--- config.mk ---
export PLATFORM = sky130hd
export DESIGN_NAME = ucode_ctrl
export DESIGN_NICKNAME = d
export VERILOG_FILES = /design/src/rtl/ucode_pkg.sv /design/src/rtl/ucode_rst_sync.sv /design/src/rtl/ucode_dispatch.sv /design/src/rtl/ucode_store.sv /design/src/rtl/ucode_seq.sv /design/src/rtl/ucode_decode.sv /design/src/rtl/ucode_ctrl.sv
export SDC_FILE = /design/constraint.sdc
export NUM_CORES = 1
export LEC_CHECK = 0
export BUFFER_PORTS_ARGS = -buffer_cell sky130_fd_sc_hd__buf_4
export CAP_MARGIN = 20
export CORE_MARGIN = 2
export CORE_UTILIZATION = 43
export CTS_CLUSTER_SIZE = 24
export DETAILED_ROUTE_END_ITERATION = 10
export HOLD_SLACK_MARGIN = 0.08
export PLACE_DENSITY = 0.81
export SLEW_MARGIN = 20
export SYNTH_ARGS = -nofsm -noshare
export SYNTH_HDL_FRONTEND = slang
export SYNTH_SLANG_ARGS = --single-unit
--- constraint.sdc ---
create_clock -name clk -period 1.7 [get_ports clk]
set_input_delay 0.17 -clock clk [delete_from_list [all_inputs] [get_ports clk]]
set_output_delay 0.17 -clock clk [all_outputs]
set_load 0.05 [all_outputs]
--- src/rtl/ucode_pkg.sv ---
package ucode_pkg;

  localparam int UA_W = 4;

  typedef struct packed {
    logic [1:0] alu;
    logic       src1;
    logic [2:0] src2;
    logic [1:0] dest;
    logic [1:0] mem;
    logic       irw;
    logic [1:0] pcw;
    logic [1:0] seq;
  } uword_t;

  localparam logic [1:0] ALU_ADD = 2'b00;
  localparam logic [1:0] ALU_SUB = 2'b01;
  localparam logic [1:0] ALU_FN  = 2'b10;
  localparam logic [1:0] ALU_OR  = 2'b11;

  localparam logic [2:0] B_FOUR = 3'b000;
  localparam logic [2:0] B_RT   = 3'b001;
  localparam logic [2:0] B_SHF  = 3'b010;
  localparam logic [2:0] B_SEXT = 3'b011;
  localparam logic [2:0] B_ZEXT = 3'b100;

  localparam logic [1:0] WB_NONE  = 2'b00;
  localparam logic [1:0] WB_RD    = 2'b01;
  localparam logic [1:0] WB_RT    = 2'b10;
  localparam logic [1:0] WB_RTMEM = 2'b11;

  localparam logic [1:0] M_NONE = 2'b00;
  localparam logic [1:0] M_RDPC = 2'b01;
  localparam logic [1:0] M_RDAO = 2'b10;
  localparam logic [1:0] M_WRAO = 2'b11;

  localparam logic [1:0] P_NONE = 2'b00;
  localparam logic [1:0] P_ALU  = 2'b01;
  localparam logic [1:0] P_COND = 2'b10;

  localparam logic [1:0] N_SEQ   = 2'b00;
  localparam logic [1:0] N_FETCH = 2'b01;
  localparam logic [1:0] N_DISP  = 2'b10;

  localparam logic [UA_W-1:0] UA_FETCH = 4'd0;
  localparam logic [UA_W-1:0] UA_DEC   = 4'd1;
  localparam logic [UA_W-1:0] UA_LD    = 4'd2;
  localparam logic [UA_W-1:0] UA_ST    = 4'd5;
  localparam logic [UA_W-1:0] UA_RR    = 4'd7;
  localparam logic [UA_W-1:0] UA_ORI   = 4'd9;
  localparam logic [UA_W-1:0] UA_BR    = 4'd11;

endpackage

--- src/rtl/ucode_rst_sync.sv ---
module ucode_rst_sync #(
  parameter int STAGES = 2
) (
  input  logic clk,
  input  logic rst_n,
  output logic run
);
  logic [STAGES-1:0] sync_q;
  logic [STAGES-1:0] sync_d;

  always_comb begin
    sync_d = {sync_q[STAGES-2:0], 1'b1};
  end

  always_ff @(posedge clk or negedge rst_n) begin
    if (!rst_n) sync_q <= '0;
    else        sync_q <= sync_d;
  end

  assign run = sync_q[STAGES-1];
endmodule

--- src/rtl/ucode_dispatch.sv ---
module ucode_dispatch #(
  parameter int OPC_W = 6
) (
  input  logic [OPC_W-1:0]          opcode,
  output logic [ucode_pkg::UA_W-1:0] target
);
  import ucode_pkg::*;

  localparam logic [OPC_W-1:0] OP_RR  = OPC_W'(6'b000000);
  localparam logic [OPC_W-1:0] OP_LD  = OPC_W'(6'b100011);
  localparam logic [OPC_W-1:0] OP_ST  = OPC_W'(6'b101011);
  localparam logic [OPC_W-1:0] OP_ORI = OPC_W'(6'b001101);
  localparam logic [OPC_W-1:0] OP_BR  = OPC_W'(6'b000100);

  always_comb begin
    unique case (opcode)
      OP_RR:   target = UA_RR;
      OP_LD:   target = UA_LD;
      OP_ST:   target = UA_ST;
      OP_ORI:  target = UA_ORI;
      OP_BR:   target = UA_BR;
      default: target = UA_FETCH;
    endcase
  end
endmodule

--- src/rtl/ucode_store.sv ---
module ucode_store (
  input  logic [ucode_pkg::UA_W-1:0] addr,
  output ucode_pkg::uword_t          word
);
  import ucode_pkg::*;

  always_comb begin
    case (addr)
      4'd0:  word = '{ALU_ADD, 1'b0, B_FOUR, WB_NONE,  M_RDPC, 1'b1, P_ALU,  N_SEQ};
      4'd1:  word = '{ALU_ADD, 1'b0, B_SHF,  WB_NONE,  M_NONE, 1'b0, P_NONE, N_DISP};
      4'd2:  word = '{ALU_ADD, 1'b1, B_SEXT, WB_NONE,  M_NONE, 1'b0, P_NONE, N_SEQ};
      4'd3:  word = '{ALU_ADD, 1'b1, B_SEXT, WB_NONE,  M_RDAO, 1'b0, P_NONE, N_SEQ};
      4'd4:  word = '{ALU_ADD, 1'b1, B_SEXT, WB_RTMEM, M_NONE, 1'b0, P_NONE, N_FETCH};
      4'd5:  word = '{ALU_ADD, 1'b1, B_SEXT, WB_NONE,  M_NONE, 1'b0, P_NONE, N_SEQ};
      4'd6:  word = '{ALU_ADD, 1'b1, B_SEXT, WB_NONE,  M_WRAO, 1'b0, P_NONE, N_FETCH};
      4'd7:  word = '{ALU_FN,  1'b1, B_RT,   WB_NONE,  M_NONE, 1'b0, P_NONE, N_SEQ};
      4'd8:  word = '{ALU_FN,  1'b1, B_RT,   WB_RD,    M_NONE, 1'b0, P_NONE, N_FETCH};
      4'd9:  word = '{ALU_OR,  1'b1, B_ZEXT, WB_NONE,  M_NONE, 1'b0, P_NONE, N_SEQ};
      4'd10: word = '{ALU_OR,  1'b1, B_ZEXT, WB_RT,    M_NONE, 1'b0, P_NONE, N_FETCH};
      4'd11: word = '{ALU_SUB, 1'b1, B_RT,   WB_NONE,  M_NONE, 1'b0, P_COND, N_FETCH};
      default: word = '{ALU_ADD, 1'b0, B_FOUR, WB_NONE, M_NONE, 1'b0, P_NONE, N_FETCH};
    endcase
  end
endmodule

--- src/rtl/ucode_seq.sv ---
module ucode_seq (
  input  logic                        clk,
  input  logic                        rst_n,
  input  logic                        adv_en,
  input  logic [1:0]                  seq_sel,
  input  logic [ucode_pkg::UA_W-1:0]  disp_addr,
  output logic [ucode_pkg::UA_W-1:0]  upc
);
  import ucode_pkg::*;

  logic [UA_W-1:0] upc_nxt;

  always_comb begin
    case (seq_sel)
      N_SEQ:   upc_nxt = upc + 1'b1;
      N_DISP:  upc_nxt = disp_addr;
      default: upc_nxt = UA_FETCH;
    endcase
  end

  always_ff @(posedge clk or negedge rst_n) begin
    if (!rst_n)      upc <= UA_FETCH;
    else if (adv_en) upc <= upc_nxt;
  end
endmodule

--- src/rtl/ucode_decode.sv ---
module ucode_decode (
  input  ucode_pkg::uword_t word,
  input  logic              wr_en,
  input  logic              alu_zero,
  output logic [1:0]        alu_op,
  output logic              alu_sel_a,
  output logic [1:0]        alu_sel_b,
  output logic              ext_sign,
  output logic              reg_write,
  output logic              mem_to_reg,
  output logic              reg_dst,
  output logic              mem_read,
  output logic              mem_write,
  output logic              i_or_d,
  output logic              ir_write,
  output logic              pc_write,
  output logic              pc_write_cond,
  output logic              pc_src,
  output logic              pc_load
);
  import ucode_pkg::*;

  logic rw_raw, mw_raw, pw_raw, pc_raw;

  assign alu_op    = word.alu;
  assign alu_sel_a = word.src1;

  always_comb begin
    case (word.src2)
      B_FOUR:  begin alu_sel_b = 2'b00; ext_sign = 1'b0; end
      B_RT:    begin alu_sel_b = 2'b01; ext_sign = 1'b0; end
      B_SHF:   begin alu_sel_b = 2'b10; ext_sign = 1'b1; end
      B_SEXT:  begin alu_sel_b = 2'b11; ext_sign = 1'b1; end
      default: begin alu_sel_b = 2'b11; ext_sign = 1'b0; end
    endcase
  end

  always_comb begin
    rw_raw = (word.dest != WB_NONE);
    mem_to_reg = (word.dest == WB_RTMEM);
    reg_dst    = (word.dest == WB_RD);
  end

  always_comb begin
    mem_read = (word.mem == M_RDPC) || (word.mem == M_RDAO);
    mw_raw   = (word.mem == M_WRAO);
    i_or_d   = (word.mem == M_RDAO) || (word.mem == M_WRAO);
  end

  always_comb begin
    pw_raw = (word.pcw == P_ALU);
    pc_raw = (word.pcw == P_COND);
    pc_src = pc_raw;
  end

  assign reg_write     = rw_raw & wr_en;
  assign mem_write     = mw_raw & wr_en;
  assign ir_write      = word.irw & wr_en;
  assign pc_write      = pw_raw & wr_en;
  assign pc_write_cond = pc_raw & wr_en;
  assign pc_load       = pc_write | (pc_write_cond & alu_zero);
endmodule

--- src/rtl/ucode_ctrl.sv ---
module ucode_ctrl #(
  parameter int OPC_W = 6
) (
  input  logic             clk,
  input  logic             rst_n,
  input  logic [OPC_W-1:0] opcode,
  input  logic             alu_zero,
  output logic [1:0]       alu_op,
  output logic             alu_sel_a,
  output logic [1:0]       alu_sel_b,
  output logic             ext_sign,
  output logic             reg_write,
  output logic             mem_to_reg,
  output logic             reg_dst,
  output logic             mem_read,
  output logic             mem_write,
  output logic             i_or_d,
  output logic             ir_write,
  output logic             pc_write,
  output logic             pc_write_cond,
  output logic             pc_src,
  output logic             pc_load
);
  import ucode_pkg::*;

  logic            run;
  logic [UA_W-1:0] upc;
  logic [UA_W-1:0] disp_addr;
  uword_t          word;

  ucode_rst_sync #(.STAGES(2)) u_rsync (
    .clk(clk), .rst_n(rst_n), .run(run)
  );

  ucode_dispatch #(.OPC_W(OPC_W)) u_disp (
    .opcode(opcode), .target(disp_addr)
  );

  ucode_seq u_seq (
    .clk(clk), .rst_n(rst_n), .adv_en(run),
    .seq_sel(word.seq), .disp_addr(disp_addr), .upc(upc)
  );

  ucode_store u_store (
    .addr(upc), .word(word)
  );

  ucode_decode u_dec (
    .word(word), .wr_en(run), .alu_zero(alu_zero),
    .alu_op(alu_op), .alu_sel_a(alu_sel_a), .alu_sel_b(alu_sel_b),
    .ext_sign(ext_sign), .reg_write(reg_write), .mem_to_reg(mem_to_reg),
    .reg_dst(reg_dst), .mem_read(mem_read), .mem_write(mem_write),
    .i_or_d(i_or_d), .ir_write(ir_write), .pc_write(pc_write),
    .pc_write_cond(pc_write_cond), .pc_src(pc_src), .pc_load(pc_load)
  );
endmodule

==> impl_metrics.csv, run 1 <==
group,metric,value,unit
placement,io_buffers,25,
die,rows,14,
worst_setup_path,rr_endpoint,"u_seq.upc[2]",
yosys,ys_seq_elements,6,
final_layout,n_antenna_cell,0,
final_layout,ff_latch_area,153,um2
final_layout,layout_commonest_cell,"buf_4",
final_layout,area_growth,89.4,%
timing,post-route-period-util,1.15,
placement,place.gp.congestion,0.830,
worst_setup_path,worstSetupPathType,"reg -> out",
worst_setup_path,timing.critical_path.cells,"inv_2 -> ha_4 -> nand2_4 -> a21oi_4 -> inv_2 -> ha_2 -> or2_4 -> buf_8",
yosys,synth_cell_types,39,
worst_setup_path,ff2ff_setup_slack,-0.07,ns
clocking,cts_root_buf,"clkbuf_4",
die,die_x,44.2,um
timing,setup_viol_count_final,14,
clocking,cts_made_buffers,3,
worst_setup_path,cp-start-kind,"register",
worst_setup_path,cp_common_cell,"inv_2",
global_routing,grt_usage,0.267,
timing,fin_crit,1.95,ns
final_layout,layout_common_cells,"buf_4 (28), buf_6 (11)",
final_layout,n_fill_cell,78,
clocking,path_clk_slew,0.05,ns
worst_hold_path,hold_path_class,"in -> reg",
drt,drtIter0Drc,17,
drt,postRouteAntennaNets,0,
clocking,clockBufferDepth,2,
global_routing,grt_pass1_vias,850,
worst_setup_path,crit_slowest_cell,"dfrtp_2",
final_layout,multiInputGateArea,712,um2
drt,drc_errors,0,
clocking,cts_sinks,6,
timing,fmax,0.513,GHz
die,ios,26,
worst_setup_path,ff2ff_path_depth,6,
worst_setup_path,critPathMaxFanout,4,
drt,first_pass_iters,4,
power,p_leak,0.579,nW
yosys,synth_warnings,0,
yosys,netlist_area,694,um2
clocking,clock_latency,0.25,ns
global_routing,antenna_found_initial,0,
global_routing,grt-ovfl-total,0,
power,power.density,2020,nW/um2
die,initial_core_util,0.461,
drt,num_vias,860,
clocking,cts_tree,"built",
die,coreArea,1510,um2
placement,hpwl,1.52,mm
drt,wl_per_cell,19.3,um
die,die_h,44.2,um
global_routing,grt_pass1_wl,3.88,mm
worst_setup_path,crit_required,1.53,ns
global_routing,grt_max_degree,10,
placement,place_inst,136,
worst_setup_path,cp.arrival,1.78,ns
die,design.die.area,1950,um2
yosys,ys_seq_area_frac,0.216,
worst_hold_path,hold_depth,2,
yosys,syn-mean-instance-area,8.17,um2
outcome,violations,"negative setup slack",
drt,wl,2.78,mm
worst_setup_path,slowest_delay,0.44,ns
worst_hold_path,holdPathEnd,"u_seq.upc[1]",
placement,dpl_cell_area,1020,um2
final_layout,drive_above_1_share,0.672,
power,ir_drop,0.00143,V
timing,rsz0062_at_grt,"true",
clocking,cts-htree-levels,1,
final_layout,num-nets-final,149,
timing,finalHoldViolations,0,
outcome,status,"finished, violations left",
final_layout,postLayoutCellArea,1320,um2
worst_setup_path,end_kind,"output port",
worst_setup_path,r2r_start,"u_seq.upc[1]",
worst_hold_path,holdCritStartpoint,"opcode[3]",
yosys,syn_nets,104,
final_layout,utilization,0.873,
run,drv_cap,0,
timing,drv_slew,0,
yosys,syn_inst,85,
timing,finalClockSkew,0.00702,ns
final_layout,layout.cells.non_filler,144,
timing,worst_slack,-0.250,ns
drt,avgViaCountPerCell,5.97,
## repair_timing
action	in CTS	in global routing
hold buffers	1	0
pin swaps	5	5
endpoints found under the hold margin	6	0
setup buffers	2	3
resized for setup	28	28
endpoints found under the setup margin	9	18
## metrics by stage
stage          TNS (ns)  setup WS, ns  power (mW)  hold WS [ns]
6_report          -1.47        -0.250        2.65         0.183
3_5_place_dp    -0.0866       -0.0590        1.86       -0.0198
3_3_place_gp   -0.00902      -0.00902        1.82       -0.0216
4_1_cts          -0.844        -0.193        2.25         0.178
5_1_grt           -2.07        -0.287        2.74         0.209
2_1_floorplan    -0.501        -0.372        1.37        -0.126
## worst max-delay path by stage
stage                             from           end  slack (ns)  cells past startpoint
after CTS                 u_seq.upc[1]        i_or_d       -0.19                      7
after global routing      u_seq.upc[0]        i_or_d       -0.29                      8
after global placement    u_seq.upc[1]  u_seq.upc[2]      -0.009                      6
after detailed placement  u_seq.upc[1]  u_seq.upc[2]       -0.06                      6
after floorplan           u_seq.upc[0]       pc_load       -0.37                      4
final                     u_seq.upc[1]        i_or_d       -0.25                      8
## synth_stat cells
master    number  share of area
inv_1          5          0.027
conb_1         1         0.0054
and2_1         3          0.027
o31ai_1        1          0.011
xor2_1         1          0.013
a21oi_2        1          0.013
nand2b_2       1          0.013
nor3_1         2          0.014
o221ai_2       1          0.022
nand2_1        7          0.038
nand2b_1       1         0.0090
a21oi_1        5          0.036
nand4_1        1         0.0090
a31oi_1        2          0.018
nor2_1         5          0.027
o311ai_1       1          0.013
mux2_2         1          0.016
a21boi_0       1          0.011
o211ai_1       1          0.011
a211oi_1       1          0.011
clkbuf_1       1         0.0054
or4_4          1          0.016
nor4_1         1         0.0090
a21o_1         2          0.022
dfrtp_1        6           0.22
ha_1          10           0.18
buf_6          1          0.016
nand3_1        3          0.022
and3b_1        1          0.013
nand3b_1       1          0.011
xnor2_1        1          0.013
or4_1          1          0.011
nor3b_1        2          0.022
and3_1         1         0.0090
buf_2          1         0.0072
o21ai_0        5          0.036
or2_2          1         0.0090
nor2b_1        3          0.027
nor3_2         1          0.014
## power breakdown
group | total, mW | internal, mW | switching, mW
clock | 0.139 | 0.0803 | 0.0584
combinational | 2.29 | 0.971 | 1.31
sequential | 0.231 | 0.180 | 0.0504
## sequential cells by signal, indices dropped and copies added (netlist names)
| signal | flops |
|---|---|
| u_rsync.sync_q | 2 |
| u_seq.upc | 4 |
## area by class of cell
| cell class | count | area share |
|---|---|---|
| multi-input cells | 71 | 0.541 |
| repair buffers | 43 | 0.296 |
| flip-flops and latches | 6 | 0.116 |
| clock buffers | 3 | 0.0171 |
| well taps | 16 | 0.0152 |
| inverters | 5 | 0.0143 |
## layer usage
layer	vias up	track usage	share of wire	wire length (um)
met4	0	0.127	0.035	98
li1	388	-	-	-
met2	43	0.497	0.50	1400
met5	-	0	0	0
met3	14	0.0163	0.046	127
met1	415	0.307	0.41	1150
## cells by family after synthesis
group,Yosys count,synth area share
AOI/OAI and AO/OA,21,0.202
xor gates and xnor gates,2,0.0252
buffers and inverters,8,0.0558
DFF,6,0.216
and+or+nand+nor,36,0.299
other,1,0.00540
adders and majority gates,10,0.180
muxes,1,0.0162
## critical path, delay by kind of cell, from the launching register on
kind / cells / cell delay [ns]
buffers and inverters: 3 / 0.29
AOI/OAI and AO/OA: 1 / 0.17
and+or+nand+nor: 2 / 0.29
DFF: 1 / 0.44
adders and majority gates: 2 / 0.32
Power figures use the tool's default switching activity.
==> inputs of run 2 (changes only) <==
--- a/config.mk
+++ b/config.mk
@@ -13,6 +13,7 @@
 export DETAILED_ROUTE_END_ITERATION = 10
 export HOLD_SLACK_MARGIN = 0.08
 export PLACE_DENSITY = 0.81
+export SKIP_CTS_REPAIR_TIMING = 1
 export SLEW_MARGIN = 20
 export SYNTH_ARGS = -nofsm -noshare
 export SYNTH_HDL_FRONTEND = slang
==> run 2 against run 1 <==
- the flow still finishes with violations (negative setup slack)
- maximum frequency up 0.79%
- clock-buffer cell count unchanged
- setup slack gained 0.015 ns
- die area unchanged
- via count shrank 5.0%
- routed wire length shrank 19%
- total power fell by 11%
- global-route usage is 4.5 points lower
==> impl_metrics.csv, run 2 (synthesized netlist as in run 1, its figures left out) <==
group,metric,value,unit
drt,num_vias,817,
drt,postRouteAntennaNets,0,
timing,setup_viol_count_final,8,
outcome,status,"finished, violations left",
run,drv_cap,0,
drt,first_pass_iters,4,
placement,io_buffers,25,
worst_setup_path,cp-start-kind,"register",
final_layout,largest_reg_flops,4,
drt,wl,2.24,mm
final_layout,top_register,"u_seq.upc",
final_layout,n_antenna_cell,0,
placement,hpwl,1.52,mm
die,die_h,44.2,um
power,power.density,1940,nW/um2
clocking,cts_sinks,6,
timing,finalClockSkew,0.00381,ns
die,die_x,44.2,um
global_routing,antenna_found_initial,0,
timing,fin_tns_setup,-1.16,ns
timing,drv_slew,0,
timing,fin_crit,1.94,ns
final_layout,layout_commonest_cell,"buf_4",
final_layout,num-nets-final,147,
die,rows,14,
final_layout,area_growth,74.8,%
power,p_leak,0.560,nW
timing,rsz0062_at_grt,"true",
timing,fin_hold_ws,0.177,ns
die,coreArea,1510,um2
clocking,cts_root_buf,"clkbuf_4",
global_routing,grt_usage,0.222,
worst_setup_path,cp.buffers_inverters,2,
power,power,2.35,mW
worst_setup_path,crit_slowest_cell,"dfrtp_2",
global_routing,grt_pass1_vias,766,
clocking,cts-htree-levels,1,
die,design.die.area,1950,um2
worst_setup_path,timing.critical_path.cells,"ha_2 -> buf_4 -> nand2_1 -> a21oi_2 -> ha_4 -> or2_4 -> buf_8",
worst_hold_path,hold_path_class,"in -> reg",
clocking,cts_made_buffers,3,
final_layout,utilization,0.806,
global_routing,grt_max_degree,10,
drt,drtIter0Drc,21,
worst_setup_path,slowest_delay,0.45,ns
die,ios,26,
worst_setup_path,crit_family,"flip-flops",
drt,avgViaCountPerCell,5.75,
global_routing,grt-ovfl-total,0,
clocking,clock_latency,0.25,ns
final_layout,largestRegisters,"u_seq.upc: 4 flops, u_rsync.sync_q: 2 flops",
worst_setup_path,critPathMaxFanout,5,
drt,wl_per_cell,15.8,um
power,ir_drop,0.00108,V
worst_setup_path,worstSetupPathType,"reg -> out",
placement,place.gp.congestion,0.830,
final_layout,drive_above_1_share,0.595,
clocking,path_clk_slew,0.05,ns
global_routing,grt_pass1_wl,3.22,mm
drt,drc_errors,0,
final_layout,layout_common_cells,"buf_4 (30), buf_6 (7), nand2_1 (6)",
clocking,clockBufferDepth,2,
clocking,cts_tree,"built",
timing,worst_slack,-0.235,ns
worst_setup_path,crit_required,1.53,ns
timing,finalHoldViolations,0,
worst_setup_path,cp.arrival,1.77,ns
die,initial_core_util,0.461,
worst_setup_path,end_kind,"output port",
timing,fmax,0.517,GHz
timing,post-route-period-util,1.14,
outcome,violations,"negative setup slack",
## run 2: changes by cell type in the layout (fill, tap and decap cells not counted), sizes merged
cell | previous run | this run
buf | 42 | 40
## run 2: per-layer routing
layer | up-vias | wire length [um] | share of wire | GRT usage
li1 | 383 | - | - | -
met1 | 390 | 879 | 0.39 | 0.241
met2 | 36 | 1210 | 0.54 | 0.426
met3 | 8 | 90 | 0.040 | 0.0163
met4 | 0 | 62 | 0.028 | 0.109
met5 | - | 0 | 0 | 0
## run 2: cell type report
| type | count | area (um2) |
|---|---|---|
| flip-flops and latches | 6 | 151 |
| well taps | 16 | 20.0 |
| repair buffers | 41 | 359 |
| multi-input cells | 71 | 642 |
| inverters | 5 | 18.8 |
| fillers | 92 | 293 |
| clock buffers | 3 | 22.5 |
## run 2: final timing paths
path	startpoint	to	slack [ns]	cells past startpoint
min reg2reg	u_rsync.sync_q[0]	u_rsync.sync_q[1]	0.34	0
max in group asynchronous	rst_n	u_seq.upc[1]	1.31	2
min in group asynchronous	rst_n	u_seq.upc[1]	0.26	2
max reg2reg	u_seq.upc[1]	u_seq.upc[2]	-0.13	6
max	u_seq.upc[1]	i_or_d	-0.24	7
min	opcode[3]	u_seq.upc[1]	0.18	2
## run 2: where the power goes
part           switching, mW  internal, mW  total [mW]  leakage, nW
sequential            0.0472         0.180       0.227       0.0746
clock                 0.0514        0.0798       0.131       0.0138
combinational           1.17         0.821        1.99        0.472
## run 2: through the flow
step	area (um2)	worst slack, ns	std cells
after floorplan	742	-0.372	85
after global placement	1020	-0.00902	136
after detailed placement	1020	-0.0590	136
after CTS	1050	-0.293	139
after global routing	1210	-0.283	142
final	1210	-0.235	142
==> inputs of run 3 (changes only) <==
--- a/config.mk
+++ b/config.mk
@@ -13,6 +13,7 @@
 export DETAILED_ROUTE_END_ITERATION = 10
 export HOLD_SLACK_MARGIN = 0.08
 export PLACE_DENSITY = 0.81
+export REMOVE_ABC_BUFFERS = 1
 export SKIP_CTS_REPAIR_TIMING = 1
 export SLEW_MARGIN = 20
 export SYNTH_ARGS = -nofsm -noshare
==> constraint.sdc (replaced) <==
create_clock -name clk -period 1.7 [get_ports clk]
set_input_delay 0.085 -clock clk [delete_from_list [all_inputs] [get_ports clk]]
set_output_delay 0.085 -clock clk [all_outputs]
set_load 0.05 [all_outputs]
==> run 3 against run 2 <==
- the run still ends with negative setup slack left
- sequential power rose by 2%
- non-clock buffer count did not move
- clock skew is 0.0022 ns higher
- combinational power shrank 6%
- worst hold slack got worse by 0.10 ns
- critical path depth grew 1
- total power shrank 4.2%
- first-iteration DRC count is 9.5% higher
- largest cell class unchanged
- largest power group unchanged
==> impl_metrics.csv, run 3 (synthesized netlist as in run 1, its figures left out) <==
group,metric,value,unit
outcome,status,"finished, violations left",
outcome,violations,"negative setup slack",
final_layout,area_growth,69.2,%
placement,place.gp.congestion,0.788,
timing,fin_crit,1.89,ns
worst_setup_path,ff2ff_setup_slack,-0.12,ns
drt,wl_per_cell,15.8,um
placement,place_ws,-0.0758,ns
clocking,clockBufferDepth,2,
die,rows,14,
timing,fmax,0.530,GHz
placement,dpl_cell_area,972,um2
run,drv_cap,0,
die,die_x,44.2,um
drt,num_vias,800,
placement,io_buffers,25,
global_routing,grt_pass1_vias,751,
timing,setup_viol_count_final,8,
worst_hold_path,hold_depth,2,
final_layout,n_fill_cell,100,
drt,drc_errors,0,
global_routing,grt-ovfl-total,0,
clocking,cts_root_buf,"clkbuf_4",
worst_hold_path,hold_path_class,"in -> reg",
timing,rsz0062_at_grt,"true",
die,ios,26,
power,power.density,1920,nW/um2
placement,hpwl,1.45,mm
clocking,clock_latency,0.26,ns
power,p_leak,0.552,nW
drt,wl,2.24,mm
die,coreArea,1510,um2
final_layout,drive_above_1_share,0.556,
drt,drtIter0Drc,23,
timing,finalClockSkew,0.00604,ns
final_layout,layout_commonest_cell,"buf_4",
clocking,cts_tree,"built",
die,die_h,44.2,um
final_layout,largest_reg_flops,4,
clocking,cts_made_buffers,3,
timing,drv_slew,0,
worst_hold_path,holdCritStartpoint,"opcode[3]",
worst_setup_path,slowest_delay,0.41,ns
worst_setup_path,worstSetupPathType,"reg -> out",
final_layout,top_register,"u_seq.upc",
global_routing,grt_max_degree,10,
worst_setup_path,end_kind,"output port",
final_layout,largestRegisters,"u_seq.upc: 4 flops, u_rsync.sync_q: 2 flops",
drt,avgViaCountPerCell,5.63,
final_layout,layout.cells.non_filler,142,
final_layout,postLayoutCellArea,1170,um2
clocking,path_clk_slew,0.05,ns
worst_setup_path,critPathMaxFanout,4,
timing,finalHoldViolations,0,
power,power,2.25,mW
worst_setup_path,r2r_start,"u_seq.upc[1]",
worst_setup_path,cp-start-kind,"register",
timing,post-route-period-util,1.11,
drt,postRouteAntennaNets,0,
final_layout,n_antenna_cell,0,
die,design.die.area,1950,um2
worst_setup_path,crit_slowest_cell,"dfrtp_1",
final_layout,utilization,0.780,
global_routing,grt_usage,0.216,
global_routing,grt_pass1_wl,3.09,mm
worst_setup_path,rr_endpoint,"u_seq.upc[2]",
die,initial_core_util,0.461,
power,ir_drop,0.00101,V
timing,worst_slack,-0.188,ns
clocking,cts_sinks,6,
global_routing,antenna_found_initial,0,
worst_setup_path,timing.critical_path.cells,"inv_2 -> ha_4 -> nand2_4 -> a21oi_2 -> inv_1 -> ha_2 -> or2_4 -> buf_8",
worst_setup_path,cp.arrival,1.80,ns
final_layout,layout_common_cells,"buf_4 (33), nand2_1 (6), nor2_1 (5), buf_6 (5), dfrtp_1 (5)",
final_layout,num-nets-final,147,
worst_setup_path,crit_required,1.62,ns
worst_hold_path,holdPathEnd,"u_seq.upc[1]",
clocking,cts-htree-levels,1,
drt,first_pass_iters,4,
worst_setup_path,ff2ff_path_depth,6,
placement,place_inst,135,
worst_setup_path,timing.critical_path.from,"u_seq.upc[0]",
==> run 3: cell count changes in the layout (fill, tap and decap cells not counted), moves of 2 or more <==
| cell | delta |
|---|---|
| buf_4 | +3 |
| a21oi_1 | +2 |
| a21oi_2 | -2 |
| buf_6 | -2 |
==> run 3: area by class of cell <==
| type | count | area (um2) | area share |
|---|---|---|---|
| Multi-Input combinational cell | 71 | 618 | 0.526 |
| Timing Repair Buffer | 41 | 344 | 0.293 |
| Sequential cell | 6 | 151 | 0.129 |
| Clock buffer | 3 | 22.5 | 0.0192 |
| Tap cell | 16 | 20.0 | 0.0170 |
| Inverter | 5 | 18.8 | 0.0160 |
==> run 3: how the worst max path moves through the flow <==
| stage | end | slack (ns) | cells past startpoint |
|---|---|---|---|
| after floorplan | alu_sel_b[1] | -0.87 | 5 |
| after global placement | i_or_d | -0.02 | 8 |
| after detailed placement | i_or_d | -0.08 | 8 |
| after CTS | i_or_d | -0.35 | 8 |
| after global routing | i_or_d | -0.24 | 8 |
| final | i_or_d | -0.19 | 8 |
==> run 3: report_power, final <==
group	total (mW)	internal [mW]	switching (mW)
Sequential	0.231	0.180	0.0509
Clock	0.145	0.0807	0.0645
Combinational	1.88	0.751	1.13
==> run 3: per-stage QoR <==
step,hold WS [ns],TNS (ns)
after floorplan,-0.211,-3.57
after global placement,-0.107,-0.0228
after detailed placement,-0.102,-0.131
after CTS,-0.371,-1.31
after global routing,0.0895,-1.24
final,0.0726,-0.772
==> run 3: critical path: cells and delay by family (launching register included) <==
| kind | cells | cell delay, ns |
|---|---|---|
| DFF | 1 | 0.41 |
| buffers and inverters | 3 | 0.35 |
| AOI/OAI and AO/OA | 1 | 0.15 |
| and+or+nand+nor | 2 | 0.29 |
| adders and majority gates | 2 | 0.34 |
==> run 3: metal layers <==
layer  up-vias  wire length [um]  global-route usage
li1        382                 -                   -
met1       382               823               0.236
met2        29              1250               0.374
met3         7                89              0.0163
met4         0                78               0.182
met5         -                 0                   0
